File: src/rtl/i2c_tgt_pkg.sv
package i2c_tgt_pkg;

    // Byte-level phases of the target
    typedef enum logic [3:0] {
        ST_IDLE,
        ST_ADDR,
        ST_ADDR_ACK,
        ST_PTR,
        ST_PTR_ACK,
        ST_WDATA,
        ST_WR_ACK,
        ST_RDATA,
        ST_RACK
    } tgt_state_e;

    // Fixed upper part of the device address
    localparam logic [4:0] DEV_FIXED = 5'b11000;

endpackage

File: src/rtl/i2c_pin_sync.sv
module i2c_pin_sync #(
    parameter int SYNC_STAGES = 2
) (
    input  logic clk,
    input  logic rst_n,
    input  logic scl_i,
    input  logic sda_i,
    output logic scl_s,
    output logic sda_s,
    output logic scl_rise,
    output logic scl_fall,
    output logic start_det,
    output logic stop_det
);
    // stages [0..SYNC_STAGES-1] synchronize, the last one holds the prior value
    logic [SYNC_STAGES:0] scl_pipe_q, sda_pipe_q;
    logic scl_prev, sda_prev;

    always_ff @(posedge clk or negedge rst_n) begin
        if (!rst_n) begin
            scl_pipe_q <= '1;
            sda_pipe_q <= '1;
        end else begin
            scl_pipe_q <= {scl_pipe_q[SYNC_STAGES-1:0], scl_i};
            sda_pipe_q <= {sda_pipe_q[SYNC_STAGES-1:0], sda_i};
        end
    end

    assign scl_s    = scl_pipe_q[SYNC_STAGES-1];
    assign sda_s    = sda_pipe_q[SYNC_STAGES-1];
    assign scl_prev = scl_pipe_q[SYNC_STAGES];
    assign sda_prev = sda_pipe_q[SYNC_STAGES];

    assign scl_rise  = scl_s & ~scl_prev;
    assign scl_fall  = ~scl_s & scl_prev;
    assign start_det = scl_s & scl_prev & sda_prev & ~sda_s;
    assign stop_det  = scl_s & scl_prev & ~sda_prev & sda_s;

endmodule

File: src/rtl/i2c_reg_store.sv
module i2c_reg_store #(
    parameter int NUM_REGS = 16,
    localparam int PTR_W = $clog2(NUM_REGS)
) (
    input  logic                  clk,
    input  logic                  rst_n,
    input  logic                  wr_en,
    input  logic [PTR_W-1:0]      wr_addr,
    input  logic [7:0]            wr_data,
    input  logic [PTR_W-1:0]      rd_addr,
    output logic [7:0]            rd_data,
    output logic [NUM_REGS*8-1:0] bank_o
);
    for (genvar g = 0; g < NUM_REGS; g++) begin : g_reg
        logic [7:0] val_q;
        always_ff @(posedge clk or negedge rst_n) begin
            if (!rst_n)
                val_q <= 8'h00;
            else if (wr_en && wr_addr == PTR_W'(g))
                val_q <= wr_data;
        end
        assign bank_o[g*8 +: 8] = val_q;
    end

    assign rd_data = bank_o[rd_addr*8 +: 8];

endmodule

File: src/rtl/i2c_regbank_target.sv
module i2c_regbank_target
    import i2c_tgt_pkg::*;
#(
    parameter int NUM_REGS    = 16,
    parameter int SYNC_STAGES = 2
) (
    input  logic                  clk,
    input  logic                  rst_n,
    input  logic                  scl_i,
    input  logic                  sda_i,
    input  logic [1:0]            strap_i,
    output logic                  sda_oe_o,
    output logic [NUM_REGS*8-1:0] reg_bank_o
);
    localparam int PTR_W = $clog2(NUM_REGS);
    localparam logic [PTR_W-1:0] PTR_LAST = PTR_W'(NUM_REGS - 1);

    typedef struct packed {
        tgt_state_e       st;
        logic [3:0]       bits;
        logic [7:0]       sh;
        logic [PTR_W-1:0] ptr;
        logic             rw;
        logic             oe;
        logic             mack;
    } tgt_regs_t;

    tgt_regs_t q, d;

    logic scl_s, sda_s, scl_rise, scl_fall, start_det, stop_det;
    logic             wr_en;
    logic [PTR_W-1:0] wr_addr;
    logic [7:0]       wr_data;
    logic [7:0]       rd_data;
    logic [PTR_W-1:0] ptr_inc;
    logic             addr_hit;

    // observation points for the bound checker
    tgt_state_e       cur_st;
    logic [PTR_W-1:0] ptr_cur;

    i2c_pin_sync #(.SYNC_STAGES(SYNC_STAGES)) u_sync (
        .clk       (clk),
        .rst_n     (rst_n),
        .scl_i     (scl_i),
        .sda_i     (sda_i),
        .scl_s     (scl_s),
        .sda_s     (sda_s),
        .scl_rise  (scl_rise),
        .scl_fall  (scl_fall),
        .start_det (start_det),
        .stop_det  (stop_det)
    );

    i2c_reg_store #(.NUM_REGS(NUM_REGS)) u_store (
        .clk     (clk),
        .rst_n   (rst_n),
        .wr_en   (wr_en),
        .wr_addr (wr_addr),
        .wr_data (wr_data),
        .rd_addr (q.ptr),
        .rd_data (rd_data),
        .bank_o  (reg_bank_o)
    );

    assign ptr_inc  = (q.ptr == PTR_LAST) ? '0 : q.ptr + 1'b1;
    assign addr_hit = (q.sh[7:1] == {DEV_FIXED, strap_i});

    always_comb begin
        d       = q;
        wr_en   = 1'b0;
        wr_addr = q.ptr;
        wr_data = q.sh;
        if (start_det) begin
            d.st   = ST_ADDR;
            d.bits = '0;
            d.oe   = 1'b0;
        end else if (stop_det) begin
            d.st   = ST_IDLE;
            d.bits = '0;
            d.oe   = 1'b0;
        end else if (scl_rise) begin
            unique case (q.st)
                ST_ADDR, ST_PTR, ST_WDATA: begin
                    d.sh   = {q.sh[6:0], sda_s};
                    d.bits = q.bits + 4'd1;
                end
                ST_RDATA: d.bits = q.bits + 4'd1;
                ST_RACK:  d.mack = ~sda_s;
                default: ;
            endcase
        end else if (scl_fall) begin
            unique case (q.st)
                ST_ADDR: if (q.bits == 4'd8) begin
                    if (addr_hit) begin
                        d.oe = 1'b1;
                        d.rw = q.sh[0];
                        d.st = ST_ADDR_ACK;
                    end else begin
                        d.st = ST_IDLE;
                    end
                end
                ST_ADDR_ACK: begin
                    d.bits = '0;
                    if (q.rw) begin
                        d.st = ST_RDATA;
                        d.sh = rd_data;
                        d.oe = ~rd_data[7];
                    end else begin
                        d.st = ST_PTR;
                        d.oe = 1'b0;
                    end
                end
                ST_PTR: if (q.bits == 4'd8) begin
                    d.ptr = q.sh[PTR_W-1:0];
                    d.oe  = 1'b1;
                    d.st  = ST_PTR_ACK;
                end
                ST_WDATA: if (q.bits == 4'd8) begin
                    wr_en = 1'b1;
                    d.ptr = ptr_inc;
                    d.oe  = 1'b1;
                    d.st  = ST_WR_ACK;
                end
                ST_PTR_ACK, ST_WR_ACK: begin
                    d.oe   = 1'b0;
                    d.bits = '0;
                    d.st   = ST_WDATA;
                end
                ST_RDATA: begin
                    if (q.bits == 4'd8) begin
                        d.oe  = 1'b0;
                        d.ptr = ptr_inc;
                        d.st  = ST_RACK;
                    end else begin
                        d.sh = {q.sh[6:0], 1'b0};
                        d.oe = ~q.sh[6];
                    end
                end
                ST_RACK: begin
                    if (q.mack) begin
                        d.st   = ST_RDATA;
                        d.bits = '0;
                        d.sh   = rd_data;
                        d.oe   = ~rd_data[7];
                    end else begin
                        d.st = ST_IDLE;
                    end
                end
                default: ;
            endcase
        end
    end

    always_ff @(posedge clk or negedge rst_n) begin
        if (!rst_n) begin
            q <= '{st: ST_IDLE, bits: '0, sh: '0, ptr: '0, rw: 1'b0, oe: 1'b0, mack: 1'b0};
        end else begin
            q <= d;
        end
    end

    assign sda_oe_o = q.oe;
    assign cur_st   = q.st;
    assign ptr_cur  = q.ptr;

endmodule

File: config.mk
export PLATFORM = sky130hd
export DESIGN_NAME = i2c_regbank_target
export DESIGN_NICKNAME = d
export VERILOG_FILES = /design/src/rtl/i2c_tgt_pkg.sv /design/src/rtl/i2c_pin_sync.sv /design/src/rtl/i2c_reg_store.sv /design/src/rtl/i2c_regbank_target.sv
export SDC_FILE = /design/constraint.sdc
export NUM_CORES = 1
export LEC_CHECK = 0
export BUFFER_PORTS_ARGS = -buffer_cell sky130_fd_sc_hd__buf_4
export CORE_UTILIZATION = 46
export CTS_BUF_LIST = sky130_fd_sc_hd__clkbuf_8
export CTS_CLUSTER_DIAMETER = 120
export DETAILED_ROUTE_END_ITERATION = 8
export PLACE_DENSITY_LB_ADDON = 0.08
export SLEW_MARGIN = 20
export SYNTH_ARGS = -nofsm -noshare
export SYNTH_HDL_FRONTEND = slang
export SYNTH_HIERARCHICAL = 1
export SYNTH_SLANG_ARGS = --single-unit
File: constraint.sdc
create_clock -name clk -period 3.5 [get_ports clk]
set_input_delay 0 -clock clk [delete_from_list [all_inputs] [get_ports clk]]
set_output_delay 0 -clock clk [all_outputs]
set_load 0.01 [all_outputs]
==> impl_metrics.ini <==
[global_routing]
grt_overflow = 0
antenna_found_initial = 0
grt_first_pass_wirelength_um = 31500
grt_pass1_vias = 5273
grt_use_total_pct = 24.2
grt_max_degree = 96

[sta]
rsz0062_at_grt = no
worst_slew_pin_slew_ns = 1.00
timing.final.crit_period_ns = 2.95
fin_setup_tns_ns = 0
final_max_slew_viol_count = 0
fin_crit_sh_pct = 84.4
hold_viol = 0
setup_viol = 0
fmax_ghz = 0.338
worst_hold_slack_ns = 0.133
slew_headroom_pct = 33.3
finClkSkew_ns = 0.0159

[power]
p_int_mw = 2.68
powerDensity_nw_per_um2 = 363
combPwrFrac_pct = 2.7
totalPowerFinal_mw = 3.43
vdd_drop_max_mv = 0.195
netSwitchingFraction_pct = 21.9
clockPowerShare_pct = 43.8
pwr-share-seq_pct = 53.5
leakagePower_nw = 4.73
p_sw_mw = 0.753

[status]
status = completed

[yosys]
ys.flop_type = dfrtp_1
ys_ff_latch = 157
synthCells = 547
ys_types = 62
synth_nets = 556
synth-seq-area-share_pct = 50.8
async_flop_share_pct = 100
netlist.area_leader.share_pct = 48.8
synth-edff-count = 0
synth.area.top_cells = dfrtp_1 (49%), mux2_2 (16%), mux4_2 (9.3%), mux2_4 (4.7%), dfstp_2 (2.0%)
synth_top_cell_by_area = dfrtp_1
postSynthAreaPerCell_sq_um = 14.2
syn_area_sq_um = 7740
yosys_warnings = 6

[setup_path]
slowest_stage = or3_1
timing.rr.start = u_sync/scl_pipe_q[2]$_DFF_PN1_
crit_buf_inv = 1
startpoint_type = flop
path_class = flop to flop
cp_top_family = simple AND/OR/NAND/NOR gates
reg2reg_depth = 8
required_ns = 3.85
reg2reg_slack_ns = 0.55
cpPeakStageDelay_ns = 0.62
worstReg2RegEnd = u_store/g_reg[4].val_q[7]$_DFFE_PN0P_
crit_path_max_fanout = 9
worst_ep_arrival_time_ns = 3.30
endpoint_kind = flop
path_cells = nor2b_1 -> nor2b_4 -> nand3_1 -> nor3_1 -> buf_4 -> nand3b_4 -> or3_1 -> mux2_4

[clocking]
tritoncts = built
htree_levels = 4
cts.sinks = 157
cts_made_buffers = 17
clock_latency_ns = 0.47
cts_setup_buffers = 0
clock_path_buffers = 2
cts_root_buf = clkbuf_8
clkSlewWorstSetupHoldPaths_ns = 0.08

[routing]
drtPass1Iterations = 7
totalWireLength_um = 20200
vias = 5165
wl_met3_um = 953
wl_per_cell_um = 22.0
ant_nets = 0
wl_met2_um = 9910
dr.first_iter.drc_count = 268
highest_layer = met4
avgViaCountPerCell = 5.64
drcViolationCount = 0
route.layer.met1.wl_um = 9080

[final_layout]
final_cell_mix = dfrtp_1 (149), buf_4 (145), mux2_2 (113)
fillers = 1383
final_nets = 694
layout_commonest_cell = dfrtp_1
drive_gt1_share_pct = 54.2
n_antenna_cell = 0
area_growth_pct = 21.9
final_util_pct = 57.1

[hold_path]
min_path_cells = 5
hp-class = primary input to flop
hold-path-endpoint = q[2]$_DFFE_PN0P_
hp-start = strap_i[0]

[job]
drv_cap = 0

[floorplan]
dieWidth_um = 132
coreArea_sq_um = 16500
rows = 47
fp.dieH_um = 132
die-area_sq_um = 17400
io_pins = 135
initial_core_util_pct = 46.9

[placement]
hpwl_um = 13900
io_buffer_count = 134
gp_congestion = 0.848
==> stage by stage <==
stage                     std cells  instance area [sq um]  worst slack (ns)
after floorplan                 547                   7740             0.577
after global placement          883                   8970             0.631
after detailed placement        883                   8970             0.564
after CTS                       916                   9440             0.553
after global routing            916                   9440             0.344
final                           916                   9440             0.546
==> routing by layer <==
| layer | vias to the layer above | track usage [%] |
|---|---|---|
| met5 | - | 0 |
| li1 | 2315 | - |
| met3 | 17 | 4.69 |
| met2 | 143 | 38.8 |
| met4 | 0 | 7.75 |
| met1 | 2690 | 33.3 |
==> power by group through the flow <==
| stage | Combinational [mW] | Sequential, mW | Clock, mW |
|---|---|---|---|
| 3_3_place_gp | 0.0917 | 1.87 | 0 |
| 5_1_grt | 0.107 | 1.84 | 1.61 |
| 2_1_floorplan | 0.0413 | 1.87 | 0 |
| 6_report | 0.0937 | 1.84 | 1.50 |
| 4_1_cts | 0.0966 | 1.84 | 1.53 |
| 3_5_place_dp | 0.0935 | 1.87 | 0 |
==> cells in the mapped netlist, drive strengths merged (2+ instances only) <==
cell type,number
buf,20
nand2,24
nand2b,5
nor3,5
dfstp,6
o21ai,10
nand4,3
dfrtp,151
or2,2
and2,2
nand3b,5
nor2,28
clkbuf,12
or3,2
mux2i,9
ha,3
nand3,11
nor2b,10
nor3b,4
mux2,143
a31oi,3
and4b,2
o22ai,2
a22oi,17
a21oi,13
xnor2,2
mux4,32
inv,5
a211oi,2
==> sequential cells by signal (all words and copies together), names as in the netlist <==
register and cells:
sda_oe_o 1, u_store/g.val_q 128, cur_st 4, u_sync/sda_pipe_q 3, ptr_cur 4, u_sync/scl_pipe_q 3, q 6, wr_data 8
==> cells by family after synthesis <==
kind of cell               Yosys count  share of synthesized area, %
muxes                              184                          32.4
buffers and inverters               37                          2.67
xor gates and xnor gates             3                         0.339
adders and majority gates            3                         0.485
and+or+nand+nor                    107                          8.29
AOI/OAI and AO/OA                   56                          4.96
DFF                                157                          50.8
==> final cells by class <==
| class | instances | area (sq um) | area share (%) |
|---|---|---|---|
| sequential | 157 | 3940 | 41.7 |
| multi-input combinational | 353 | 3600 | 38.1 |
| tap | 220 | 275 | 2.92 |
| clock inverter | 10 | 163 | 1.72 |
| timing repair buffer | 151 | 1170 | 12.4 |
| inverter | 5 | 18.8 | 0.199 |
| clock buffer | 20 | 275 | 2.92 |
==> worst reg2reg max path: stages, from the launching register on <==
cell      delay, ns
dfstp_2        0.55
nor2b_1        0.29
nor2b_4        0.34
nand3_1        0.16
nor3_1         0.20
buf_4          0.19
nand3b_4       0.11
or3_1          0.62
mux2_4         0.40
==> how the worst max path moves through the flow <==
stage,slack [ns],startpoint,depth (start not counted),endpoint
detailed placement,0.56,u_sync/scl_pipe_q[2]$_DFF_PN1_,8,u_store/g_reg[4].val_q[2]$_DFFE_PN0P_
CTS,0.55,u_sync/scl_pipe_q[2]$_DFF_PN1_,8,u_store/g_reg[4].val_q[7]$_DFFE_PN0P_
floorplan,0.58,u_sync/scl_pipe_q[2]$_DFF_PN1_,9,u_store/g_reg[3].val_q[0]$_DFFE_PN0P_
global route,0.34,u_sync/scl_pipe_q[2]$_DFF_PN1_,8,u_store/g_reg[4].val_q[7]$_DFFE_PN0P_
global placement,0.63,u_sync/scl_pipe_q[2]$_DFF_PN1_,8,u_store/g_reg[4].val_q[5]$_DFFE_PN0P_
finish,0.55,u_sync/scl_pipe_q[2]$_DFF_PN1_,8,u_store/g_reg[4].val_q[7]$_DFFE_PN0P_
==> what timing repair did <==
| action | 4_1_cts | 5_1_grt |
|---|---|---|
| endpoints found under the hold margin | 90 | 0 |
| hold buffers | 3 | 0 |
| setup endpoints to repair | 0 | 0 |
| resized for setup | 0 | 0 |
Power figures use the tool's default switching activity.
